--- src/rtl/spi_cmd_framer.sv ---
module spi_cmd_framer #(
  parameter logic [7:0] FILL_BYTE = 8'h00,
  parameter logic [6:0] CRC_SEED  = 7'h7F,
  parameter int         FRAME_MAX = 8
) (
  input  logic        clk,
  input  logic        rst_n,
  input  logic        req_valid,
  output logic        req_ready,
  input  logic [7:0]  req_opcode,
  input  logic [23:0] req_addr,
  input  logic [23:0] req_len,
  input  logic [31:0] req_wdata,
  input  logic        req_clockless,
  input  logic        req_crc_en,
  output logic        tx_valid,
  output logic [7:0]  tx_byte,
  input  logic        tx_ack,
  input  logic [7:0]  rx_byte,
  output logic        done,
  output logic        error
);
  localparam int FW = FRAME_MAX * 8;
  localparam int CW = $clog2(FRAME_MAX + 1);

  typedef enum logic [1:0] {S_IDLE, S_CMD, S_CRC, S_RSP} state_t;

  state_t          state;
  logic [FW-1:0]   frame, ld_frame;
  logic [CW-1:0]   left, ld_len;
  logic            ld_bad, crc_on, rsp_idx;
  logic [6:0]      crc;
  logic [7:0]      op_q, echo_q, addr_hi;

  function automatic logic [6:0] crc_step(input logic [6:0] c, input logic [7:0] b);
    logic [6:0] r;
    logic       fb;
    r = c;
    for (int i = 7; i >= 0; i--) begin
      fb = r[6] ^ b[i];
      r  = {r[5:0], 1'b0} ^ (fb ? 7'h09 : 7'h00);
    end
    return r;
  endfunction

  assign addr_hi = req_addr[15:8] | {req_clockless, 7'b0};

  always_comb begin
    ld_frame = '0;
    ld_len   = '0;
    ld_bad   = 1'b0;
    case (req_opcode)
      8'hCA, 8'hCF: begin
        ld_frame[FW-1 -: 32] = {req_opcode, req_addr};
        ld_len = CW'(4);
      end
      8'hC9: begin
        ld_frame[FW-1 -: 64] = {req_opcode, req_addr, req_wdata};
        ld_len = CW'(8);
      end
      8'hC3: begin
        ld_frame[FW-1 -: 56] = {req_opcode, addr_hi, req_addr[7:0], req_wdata};
        ld_len = CW'(7);
      end
      8'hC4: begin
        ld_frame[FW-1 -: 32] = {req_opcode, addr_hi, req_addr[7:0], 8'h00};
        ld_len = CW'(4);
      end
      8'hC1, 8'hC2: begin
        ld_frame[FW-1 -: 48] = {req_opcode, req_addr, req_len[15:0]};
        ld_len = CW'(6);
      end
      8'hC7, 8'hC8: begin
        ld_frame[FW-1 -: 56] = {req_opcode, req_addr, req_len};
        ld_len = CW'(7);
      end
      default: ld_bad = 1'b1;
    endcase
  end

  assign req_ready = (state == S_IDLE) && !done && !error;
  assign tx_valid  = (state != S_IDLE);

  always_comb begin
    case (state)
      S_CMD:   tx_byte = frame[FW-1 -: 8];
      S_CRC:   tx_byte = {crc, 1'b0};
      S_RSP:   tx_byte = FILL_BYTE;
      default: tx_byte = 8'h00;
    endcase
  end

  always_ff @(posedge clk or negedge rst_n) begin
    if (!rst_n) begin
      state   <= S_IDLE;
      frame   <= '0;
      left    <= '0;
      crc     <= CRC_SEED;
      crc_on  <= 1'b0;
      rsp_idx <= 1'b0;
      op_q    <= 8'h00;
      echo_q  <= 8'h00;
      done    <= 1'b0;
      error   <= 1'b0;
    end else begin
      done  <= 1'b0;
      error <= 1'b0;
      case (state)
        S_IDLE: if (req_valid && req_ready) begin
          if (ld_bad) begin
            error <= 1'b1;
          end else begin
            state   <= S_CMD;
            frame   <= ld_frame;
            left    <= ld_len;
            crc     <= CRC_SEED;
            crc_on  <= req_crc_en;
            op_q    <= req_opcode;
            rsp_idx <= 1'b0;
          end
        end
        S_CMD: if (tx_ack) begin
          frame <= frame << 8;
          crc   <= crc_step(crc, tx_byte);
          left  <= left - 1'b1;
          if (left == CW'(1)) state <= crc_on ? S_CRC : S_RSP;
        end
        S_CRC: if (tx_ack) state <= S_RSP;
        S_RSP: if (tx_ack) begin
          if (!rsp_idx) begin
            echo_q  <= rx_byte;
            rsp_idx <= 1'b1;
          end else begin
            done  <= (echo_q == op_q) && (rx_byte == 8'h00);
            error <= !((echo_q == op_q) && (rx_byte == 8'h00));
            state <= S_IDLE;
          end
        end
        default: state <= S_IDLE;
      endcase
    end
  end

  assert_one_outcome_R8: assert property (@(posedge clk) disable iff (!rst_n)
    !(done && error));
  assert_outcome_pulse_R8: assert property (@(posedge clk) disable iff (!rst_n)
    (done || error) |=> !(done || error) || $past(req_valid));
  assert_reply_ends_R8: assert property (@(posedge clk) disable iff (!rst_n)
    (state == S_RSP && tx_ack && rsp_idx) |=> (done || error) && !tx_valid);
  assert_bad_opcode_R9: assert property (@(posedge clk) disable iff (!rst_n)
    (req_valid && req_ready && ld_bad) |=> error && !tx_valid);
  assert_busy_closed_R10: assert property (@(posedge clk) disable iff (!rst_n)
    tx_valid |-> !req_ready);
  assert_byte_held_R10: assert property (@(posedge clk) disable iff (!rst_n)
    (tx_valid && !tx_ack) |=> tx_valid && $stable(tx_byte));
endmodule

--- config.mk ---
export PLATFORM = sky130hd
export DESIGN_NAME = spi_cmd_framer
export DESIGN_NICKNAME = d
export VERILOG_FILES = /design/src/rtl/spi_cmd_framer.sv
export SDC_FILE = /design/constraint.sdc
export NUM_CORES = 1
export LEC_CHECK = 0
export BUFFER_PORTS_ARGS = -buffer_cell sky130_fd_sc_hd__buf_2
export CAP_MARGIN = 20
export CORE_MARGIN = 4
export CORE_UTILIZATION = 39
export DETAILED_ROUTE_END_ITERATION = 16
export GPL_ROUTABILITY_DRIVEN = 0
export SLEW_MARGIN = 20
export SYNTH_ARGS = -nofsm -noshare
export SYNTH_HDL_FRONTEND = slang
export SYNTH_SLANG_ARGS = --single-unit
--- constraint.sdc ---
create_clock -name clk -period 7.4 [get_ports clk]
set_clock_uncertainty 0.2 [all_clocks]
set_input_delay 1.48 -clock clk [delete_from_list [all_inputs] [get_ports clk]]
set_output_delay 1.48 -clock clk [all_outputs]
set_load 0.01 [all_outputs]
==> metrics.txt, run 1 <==
# TYPE chip_impl_metric gauge
chip_impl_metric{name="vias",unit=""} 6016
chip_impl_info{name="timing.rr.start",value="state[1]"} 1
chip_impl_metric{name="clock_latency",unit="ns"} 0.34
chip_impl_metric{name="core_region_area",unit="µm²"} 16500
chip_impl_metric{name="port-buffer-count",unit=""} 113
chip_impl_metric{name="die_width",unit="µm"} 138
chip_impl_metric{name="num_cts_buffers",unit=""} 9
chip_impl_metric{name="gr-usage-all-layers",unit=""} 0.207
chip_impl_metric{name="ys_seq_area_frac",unit=""} 0.372
chip_impl_metric{name="via_count_of_the_first_global_routing_pass",unit=""} 5931
chip_impl_metric{name="timing.setup.tns",unit="ns"} 0
chip_impl_metric{name="detail_route.first_pass.iterations",unit=""} 5
chip_impl_info{name="cp-startpoint",value="req_opcode[1]"} 1
chip_impl_metric{name="worst-slew-pin-transition",unit="ns"} 1.07
chip_impl_metric{name="grt-ovfl-total",unit=""} 0
chip_impl_metric{name="synth_edf_count",unit=""} 0
chip_impl_metric{name="routedWlPerCell",unit="µm"} 19.5
chip_impl_metric{name="post_synthesis_net_count",unit=""} 818
chip_impl_metric{name="die_area",unit="µm²"} 18900
chip_impl_metric{name="required",unit="ns"} 7.42
chip_impl_metric{name="final_net_count",unit=""} 881
chip_impl_metric{name="dp.cells",unit=""} 981
chip_impl_metric{name="async_flop_share",unit=""} 1.00
chip_impl_info{name="crit_path_end_kind",value="register"} 1
chip_impl_info{name="slowest_stage",value="sky130_fd_sc_hd__nand3_1"} 1
chip_impl_metric{name="layoutNonFillerInstCount",unit=""} 998
chip_impl_metric{name="rows",unit=""} 47
chip_impl_metric{name="antenna_left",unit=""} 0
chip_impl_metric{name="chipHeight",unit="µm"} 138
chip_impl_info{name="crit_path_start_kind",value="input pin"} 1
chip_impl_metric{name="htreeDepth",unit=""} 3
chip_impl_metric{name="proportion_of_layout_cells_with_a_drive_suffix_above_1",unit=""} 0.278
chip_impl_info{name="crit_path_class",value="input pin to register"} 1
chip_impl_metric{name="antenna_violations_before_repair",unit=""} 0
chip_impl_metric{name="leakage",unit="nW"} 3.15
chip_impl_metric{name="largest_net_degree_at_the_start_of_global_routing",unit=""} 76
chip_impl_info{name="min-delay-path-class",value="register to register"} 1
chip_impl_info{name="holdCritStartpoint",value="op_q[7]"} 1
chip_impl_metric{name="cts.sink_count",unit=""} 97
chip_impl_metric{name="cts.clk_slew.worst_paths",unit="ns"} 0.06
chip_impl_metric{name="remaining_drc_errors",unit=""} 0
chip_impl_metric{name="worst_ir_drop_vdd",unit="mV"} 0.158
chip_impl_metric{name="layout_setup_ws",unit="ns"} 3.04
chip_impl_metric{name="floorplan.io_pins",unit=""} 114
chip_impl_metric{name="hpwlAfterDp",unit="µm"} 13800
chip_impl_metric{name="slowest_delay",unit="ns"} 0.68
chip_impl_metric{name="number_of_buffers_inserted_for_hold_repair_after_clock_tree_synthesis",unit=""} 0
chip_impl_info{name="status",value="completed"} 1
chip_impl_metric{name="number_of_drc_markers_in_iteration_0",unit=""} 511
chip_impl_metric{name="yosysUniqueCellTypes",unit=""} 72
chip_impl_metric{name="worstPathMaxFanout",unit=""} 37
chip_impl_metric{name="cts-resized-gates",unit=""} 0
chip_impl_metric{name="max_freq",unit="GHz"} 0.229
chip_impl_metric{name="syn-mean-instance-area",unit="µm²"} 9.24
chip_impl_metric{name="yosys_warnings",unit=""} 0
chip_impl_metric{name="postCtsSetupRepairBufs",unit=""} 0
chip_impl_metric{name="power_density",unit="nW/µm²"} 351
chip_impl_metric{name="cts.path.max_buffers",unit=""} 2
chip_impl_info{name="dominantRegCellSynth",value="sky130_fd_sc_hd__dfrtp_1"} 1
chip_impl_metric{name="cp.arrival",unit="ns"} 4.38
chip_impl_metric{name="final_hold_viol_count",unit=""} 0
chip_impl_metric{name="finalSetupViolations",unit=""} 0
chip_impl_metric{name="synthesized_netlist_cell_count",unit=""} 709
chip_impl_info{name="clock-root-buffer",value="sky130_fd_sc_hd__clkbuf_16"} 1
chip_impl_metric{name="area_growth",unit="%"} 13.8
chip_impl_metric{name="routed_wl",unit="µm"} 19500
chip_impl_metric{name="wire_length_of_the_first_global_routing_pass",unit="µm"} 31200
chip_impl_metric{name="cap_viol_max_count",unit=""} 0
chip_impl_metric{name="starting_density_of_the_core",unit=""} 0.396
chip_impl_metric{name="synth-seq-cells",unit=""} 97
chip_impl_metric{name="max_slew_margin",unit=""} 0.287
chip_impl_metric{name="syn-cell-area",unit="µm²"} 6550
chip_impl_info{name="rsz_0062_raised_after_global_routing",value="false"} 1
chip_impl_info{name="tritoncts",value="done"} 1
chip_impl_metric{name="final_max_slew_viol_count",unit=""} 0
chip_impl_metric{name="final.period_utilization",unit=""} 0.589
chip_impl_metric{name="dp_worst_slack",unit="ns"} 2.72
chip_impl_metric{name="final.min_clock_period",unit="ns"} 4.36
chip_impl_metric{name="vias_per_cell",unit=""} 6.03
chip_impl_info{name="critical_path.cell_chain",value="buf_2 > nor3_1 > or3_4 > nand3_1 > nand2_2 > a221o_1"} 1
[Yosys cell counts, types with 4 or more instances]
library cell,number,area [µm²]
sky130_fd_sc_hd__o21a_1,4,30.0
sky130_fd_sc_hd__a221o_1,5,50.1
sky130_fd_sc_hd__buf_6,6,67.6
sky130_fd_sc_hd__o2bb2ai_1,5,43.8
sky130_fd_sc_hd__clkbuf_1,38,143
sky130_fd_sc_hd__a31oi_1,15,93.8
sky130_fd_sc_hd__a21o_1,5,37.5
sky130_fd_sc_hd__or2_2,4,25.0
sky130_fd_sc_hd__a21oi_1,50,250
sky130_fd_sc_hd__a22o_1,21,184
sky130_fd_sc_hd__xnor2_1,11,96.3
sky130_fd_sc_hd__a2bb2oi_1,29,254
sky130_fd_sc_hd__nand2_1,39,146
sky130_fd_sc_hd__o31ai_1,7,52.6
sky130_fd_sc_hd__nand3_1,29,145
sky130_fd_sc_hd__buf_4,5,37.5
sky130_fd_sc_hd__dfstp_2,7,184
sky130_fd_sc_hd__buf_1,5,18.8
sky130_fd_sc_hd__xor2_1,9,78.8
sky130_fd_sc_hd__dfrtp_1,90,2250
sky130_fd_sc_hd__nor2b_1,10,62.6
sky130_fd_sc_hd__a32oi_1,6,52.6
sky130_fd_sc_hd__nor2_1,34,128
sky130_fd_sc_hd__o21ai_0,57,285
sky130_fd_sc_hd__ha_1,7,87.6
sky130_fd_sc_hd__buf_2,15,75.1
sky130_fd_sc_hd__o22ai_1,4,25.0
sky130_fd_sc_hd__a22oi_1,30,225
sky130_fd_sc_hd__inv_1,18,67.6
sky130_fd_sc_hd__nand2b_1,4,25.0
sky130_fd_sc_hd__nand4_1,7,43.8
sky130_fd_sc_hd__and2_1,6,37.5
sky130_fd_sc_hd__nor3_1,7,35.0
sky130_fd_sc_hd__mux2_2,52,586
sky130_fd_sc_hd__a221oi_1,8,70.1
sky130_fd_sc_hd__nand3b_1,9,67.6
[placed cells by master, fill, tap and decap left out, types with 5 or more instances in the layout]
cell,Yosys,routed
sky130_fd_sc_hd__a21o_1,5,5
sky130_fd_sc_hd__a32oi_1,6,6
sky130_fd_sc_hd__o2bb2ai_1,5,5
sky130_fd_sc_hd__a31oi_1,15,15
sky130_fd_sc_hd__a2bb2oi_1,29,29
sky130_fd_sc_hd__nor3_1,7,7
sky130_fd_sc_hd__inv_1,18,18
sky130_fd_sc_hd__buf_4,5,9
sky130_fd_sc_hd__a221oi_1,8,8
sky130_fd_sc_hd__and2_1,6,6
sky130_fd_sc_hd__nand4_1,7,7
sky130_fd_sc_hd__mux2_2,52,52
sky130_fd_sc_hd__clkbuf_16,0,9
sky130_fd_sc_hd__a22oi_1,30,30
sky130_fd_sc_hd__nand3b_1,9,9
sky130_fd_sc_hd__dfrtp_1,90,90
sky130_fd_sc_hd__o31ai_1,7,7
sky130_fd_sc_hd__nand2_1,39,39
sky130_fd_sc_hd__nor2b_1,10,10
sky130_fd_sc_hd__buf_2,15,112
sky130_fd_sc_hd__o21ai_0,57,57
sky130_fd_sc_hd__xor2_1,9,9
sky130_fd_sc_hd__nor2_1,34,34
sky130_fd_sc_hd__a22o_1,21,21
sky130_fd_sc_hd__dfstp_2,7,7
sky130_fd_sc_hd__nand3_1,29,29
sky130_fd_sc_hd__a21oi_1,50,50
sky130_fd_sc_hd__ha_1,7,6
sky130_fd_sc_hd__a221o_1,5,5
sky130_fd_sc_hd__xnor2_1,11,11
[final cells by class]
| class | count | area [µm²] |
|---|---|---|
| clock buffers | 10 | 229 |
| fillers | 1582 | 9070 |
| inverters | 18 | 67.6 |
| repair buffers | 121 | 628 |
| multi-input cells | 525 | 3730 |
| diodes | 1 | 2.50 |
| flip-flops and latches | 97 | 2440 |
| well taps | 220 | 275 |
| clock inverters | 6 | 82.6 |
[worst paths after layout]
check,end,slack [ns],cells after the start
worst max-delay path,frame[9],3.04,6
worst min-delay path,op_q[7],0.29,1
worst max register to register,frame[38],3.55,9
worst min register to register,op_q[7],0.29,1
max in group asynchronous,frame[9],4.94,2
min in group asynchronous,crc_on,0.88,1
[power by group]
group | internal, W | switching (W) | total (W)
combinational | 0.000558 | 0.000678 | 0.00124
sequential | 0.000724 | 0.000159 | 0.000883
clock | 0.000295 | 0.000200 | 0.000494
total | 0.00158 | 0.00104 | 0.00261
[cells by family after synthesis]
logic type	synth area share
AOI/OAI and AO/OA	0.283
xor gates and xnor gates	0.0267
adders and majority gates	0.0134
buffers and inverters	0.0625
DFF	0.372
muxes	0.0971
and+or+nand+nor	0.145
[sequential cells by signal (all words and copies together), names as in the netlist]
register  cells
left          4
done          1
rsp_idx       1
error         1
crc           7
op_q          8
frame        64
echo_q        8
crc_on        1
state         2
[metrics by stage]
stage / util / hold WS, ns / total power, W / cell area [µm²]
2_1_floorplan: - / 0.254 / 0.00182 / 6550
3_3_place_gp: 0.432 / 0.275 / 0.00209 / 7130
3_5_place_dp: 0.432 / 0.280 / 0.00213 / 7130
4_1_cts: 0.451 / 0.295 / 0.00263 / 7440
5_1_grt: 0.451 / 0.310 / 0.00280 / 7450
6_report: 0.451 / 0.289 / 0.00261 / 7450
[critical path: cells and delay by family]
family	cells	cell delay (ns)
AND/OR/NAND/NOR	4	1.82
buffers and inverters	1	0.55
AO/OA/AOI/OAI	1	0.51
[routing by layer]
metal | up-vias | share of wire | GRT usage
met5 | - | 0 | 0
met4 | 0 | 0.021 | 0.0704
met3 | 31 | 0.060 | 0.0373
met2 | 199 | 0.48 | 0.330
met1 | 3002 | 0.44 | 0.285
li1 | 2784 | - | -
(Power assumes the default switching activity.)
==> run 2: changes to the inputs <==
==> constraint.sdc (replaced) <==
create_clock -name clk -period 3.6 [get_ports clk]
set_clock_uncertainty 0.2 [all_clocks]
set_input_delay 0.72 -clock clk [delete_from_list [all_inputs] [get_ports clk]]
set_output_delay 0.72 -clock clk [all_outputs]
set_load 0.01 [all_outputs]
==> run 2 against run 1 <==
Worst hold slack worse by 0.11 ns. Final cell count is 1.6% higher. Combinational power increased by 110%. First-iteration DRC count is 4.7% higher. Sequential cell count unchanged. Critical path type is now register to output pin. Count of clock-buffer cells in the layout up 2.
==> metrics.txt, run 2 (synthesized netlist as in run 1, its figures left out) <==
# TYPE chip_impl_metric gauge
chip_impl_info{name="status",value="completed"} 1
chip_impl_metric{name="timing.setup.tns",unit="ns"} 0
chip_impl_info{name="timing.rr.start",value="state[0]"} 1
chip_impl_info{name="final_common_cell",value="sky130_fd_sc_hd__buf_2"} 1
chip_impl_metric{name="switchingPower",unit="W"} 0.00218
chip_impl_metric{name="core_region_area",unit="µm²"} 16500
chip_impl_metric{name="die_area",unit="µm²"} 18900
chip_impl_info{name="rsz_0062_raised_after_global_routing",value="false"} 1
chip_impl_info{name="regMostFlops",value="frame"} 1
chip_impl_metric{name="multi_input_area",unit="µm²"} 3730
chip_impl_metric{name="antenna_left",unit=""} 0
chip_impl_info{name="crit_path_class",value="register to output pin"} 1
chip_impl_metric{name="postCtsSetupRepairBufs",unit=""} 0
chip_impl_metric{name="n_fill_cell",unit=""} 1585
chip_impl_metric{name="final.period_utilization",unit=""} 0.860
chip_impl_info{name="layout_common_cells",value="112 x sky130_fd_sc_hd__buf_2, 90 x sky130_fd_sc_hd__dfrtp_1, 57 x sky130_fd_sc_hd__o21ai_0"} 1
chip_impl_info{name="critical_path.cell_chain",value="inv_1 > ha_1 > and2_1 > a22o_1 > buf_2"} 1
chip_impl_metric{name="area_growth",unit="%"} 16.0
chip_impl_metric{name="starting_density_of_the_core",unit=""} 0.396
chip_impl_info{name="reg2reg_to",value="frame[19]"} 1
chip_impl_info{name="crit_path_end_kind",value="output pin"} 1
chip_impl_info{name="clock-root-buffer",value="sky130_fd_sc_hd__clkbuf_16"} 1
chip_impl_metric{name="dp.cells",unit=""} 998
chip_impl_metric{name="share_comb_of_total_power",unit=""} 0.476
chip_impl_metric{name="regToRegSetupSlack",unit="ns"} 0.70
chip_impl_metric{name="routedWlPerCell",unit="µm"} 19.6
chip_impl_metric{name="final_max_slew_viol_count",unit=""} 0
chip_impl_metric{name="cp.arrival",unit="ns"} 2.17
chip_impl_info{name="cpLargestDelayFamily",value="adder cells"} 1
chip_impl_info{name="reg_top3",value="frame x64, echo_q x8, op_q x8"} 1
chip_impl_metric{name="hpwlAfterDp",unit="µm"} 14400
chip_impl_metric{name="power_frac_clock",unit=""} 0.192
chip_impl_metric{name="number_of_drc_markers_in_iteration_0",unit=""} 535
chip_impl_metric{name="max_slew_margin",unit=""} 0.580
chip_impl_info{name="slowest_stage",value="sky130_fd_sc_hd__ha_1"} 1
chip_impl_metric{name="vias",unit=""} 6020
chip_impl_metric{name="final_net_count",unit=""} 898
chip_impl_metric{name="die_width",unit="µm"} 138
chip_impl_metric{name="cap_viol_max_count",unit=""} 0
chip_impl_metric{name="port-buffer-count",unit=""} 113
chip_impl_metric{name="proportion_of_layout_cells_with_a_drive_suffix_above_1",unit=""} 0.292
chip_impl_metric{name="number_of_flip_flops_under_the_largest_register_name",unit=""} 64
chip_impl_metric{name="antenna_violations_before_repair",unit=""} 1
chip_impl_metric{name="detail_route.first_pass.iterations",unit=""} 5
chip_impl_metric{name="gr-usage-all-layers",unit=""} 0.209
chip_impl_metric{name="required",unit="ns"} 2.68
chip_impl_metric{name="cts.sink_count",unit=""} 97
chip_impl_metric{name="final.min_clock_period",unit="ns"} 3.09
chip_impl_info{name="min-delay-path-class",value="input pin to async pin"} 1
chip_impl_metric{name="chipHeight",unit="µm"} 138
chip_impl_metric{name="path_buf_inv",unit=""} 2
chip_impl_metric{name="clock_latency",unit="ns"} 0.34
chip_impl_metric{name="leakage",unit="nW"} 3.24
chip_impl_metric{name="number_of_buffers_inserted_for_hold_repair_after_clock_tree_synthesis",unit=""} 0
chip_impl_metric{name="floorplan.io_pins",unit=""} 114
chip_impl_metric{name="remaining_drc_errors",unit=""} 0
chip_impl_metric{name="cts.clk_slew.worst_paths",unit="ns"} 0.07
chip_impl_metric{name="wire_length_of_the_first_global_routing_pass",unit="µm"} 31200
chip_impl_metric{name="power_density",unit="nW/µm²"} 723
chip_impl_metric{name="ant_diodes",unit=""} 0
chip_impl_metric{name="final_hold_viol_count",unit=""} 0
chip_impl_info{name="tritoncts",value="done"} 1
chip_impl_metric{name="worst-slew-pin-transition",unit="ns"} 0.630
chip_impl_metric{name="max_freq",unit="GHz"} 0.323
chip_impl_metric{name="cts-resized-gates",unit=""} 0
chip_impl_metric{name="vias_per_cell",unit=""} 5.94
chip_impl_metric{name="swShare",unit=""} 0.397
chip_impl_metric{name="largest_net_degree_at_the_start_of_global_routing",unit=""} 54
chip_impl_metric{name="r2r.worst_path.cells",unit=""} 10
chip_impl_metric{name="final-seq-area",unit="µm²"} 2440
chip_impl_metric{name="routed_wl",unit="µm"} 19900
chip_impl_metric{name="internal-power",unit="W"} 0.00331
chip_impl_metric{name="cts.path.max_buffers",unit=""} 2
chip_impl_metric{name="layoutNonFillerInstCount",unit=""} 1014
chip_impl_metric{name="rows",unit=""} 47
chip_impl_metric{name="whs",unit="ns"} 0.182
chip_impl_metric{name="num_cts_buffers",unit=""} 9
chip_impl_metric{name="post-route-util",unit=""} 0.460
chip_impl_metric{name="grt-ovfl-total",unit=""} 0
chip_impl_info{name="crit_path_start_kind",value="register"} 1
chip_impl_metric{name="worstPathMaxFanout",unit=""} 20
chip_impl_metric{name="worst_ir_drop_vdd",unit="mV"} 0.306
chip_impl_metric{name="pwr-share-seq",unit=""} 0.332
chip_impl_metric{name="htreeDepth",unit=""} 3
chip_impl_metric{name="slowest_delay",unit="ns"} 0.67
chip_impl_metric{name="finalSetupViolations",unit=""} 0
chip_impl_metric{name="via_count_of_the_first_global_routing_pass",unit=""} 5961
run 2: layout make-up:
class,instances,share of cell area
multi-input cells,525,0.491
flip-flops and latches,97,0.321
repair buffers,138,0.101
well taps,220,0.0362
clock buffers,12,0.0324
clock inverters,4,0.0100
inverters,18,0.00889
run 2: power by group through the flow:
stage               Clock, W  Combinational [W]  Sequential [W]
global route         0.00112            0.00287         0.00187
detailed placement         0            0.00260         0.00184
finish               0.00105            0.00261         0.00182
CTS                  0.00108            0.00261         0.00182
global placement           0            0.00254         0.00181
floorplan                  0            0.00206         0.00168
run 2: worst reg2reg max path, cell delays in order (launching register included):
cell                        delay [ns]
sky130_fd_sc_hd__dfrtp_1          0.43
sky130_fd_sc_hd__inv_1            0.14
sky130_fd_sc_hd__ha_1             0.16
sky130_fd_sc_hd__buf_4            0.19
sky130_fd_sc_hd__nand4bb_4        0.19
sky130_fd_sc_hd__o21a_1           0.24
sky130_fd_sc_hd__nand2b_1         0.33
sky130_fd_sc_hd__nor2_4           0.17
sky130_fd_sc_hd__buf_4            0.33
sky130_fd_sc_hd__buf_4            0.29
sky130_fd_sc_hd__a31oi_1          0.10
run 2: worst max-delay path by stage:
| stage | start | slack, ns | cells past startpoint | end |
|---|---|---|---|---|
| 6_report | state[0] | 0.51 | 5 | tx_byte[4] |
| 5_1_grt | state[0] | 0.35 | 5 | tx_byte[4] |
| 4_1_cts | state[0] | 0.49 | 5 | tx_byte[4] |
| 3_5_place_dp | req_opcode[3] | 0.67 | 8 | frame[3] |
| 3_3_place_gp | req_opcode[1] | 0.71 | 8 | frame[26] |
| 2_1_floorplan | state[1] | 0.76 | 7 | tx_byte[0] |
run 2: per-stage QoR:
step           worst slack [ns]  area (µm²)  power (W)
2_1_floorplan             0.757        6550    0.00374
3_3_place_gp              0.714        7270    0.00436
3_5_place_dp              0.671        7270    0.00444
4_1_cts                   0.487        7600    0.00551
5_1_grt                   0.351        7600    0.00586
6_report                  0.506        7600    0.00549
run 2: routing by layer:
metal  share of wire  up-vias  track usage
li1                -     2821            -
met1            0.44     2957        0.284
met2            0.49      222        0.347
met3           0.062       18       0.0380
met4           0.011        2       0.0477
met5         0.00065        -            0
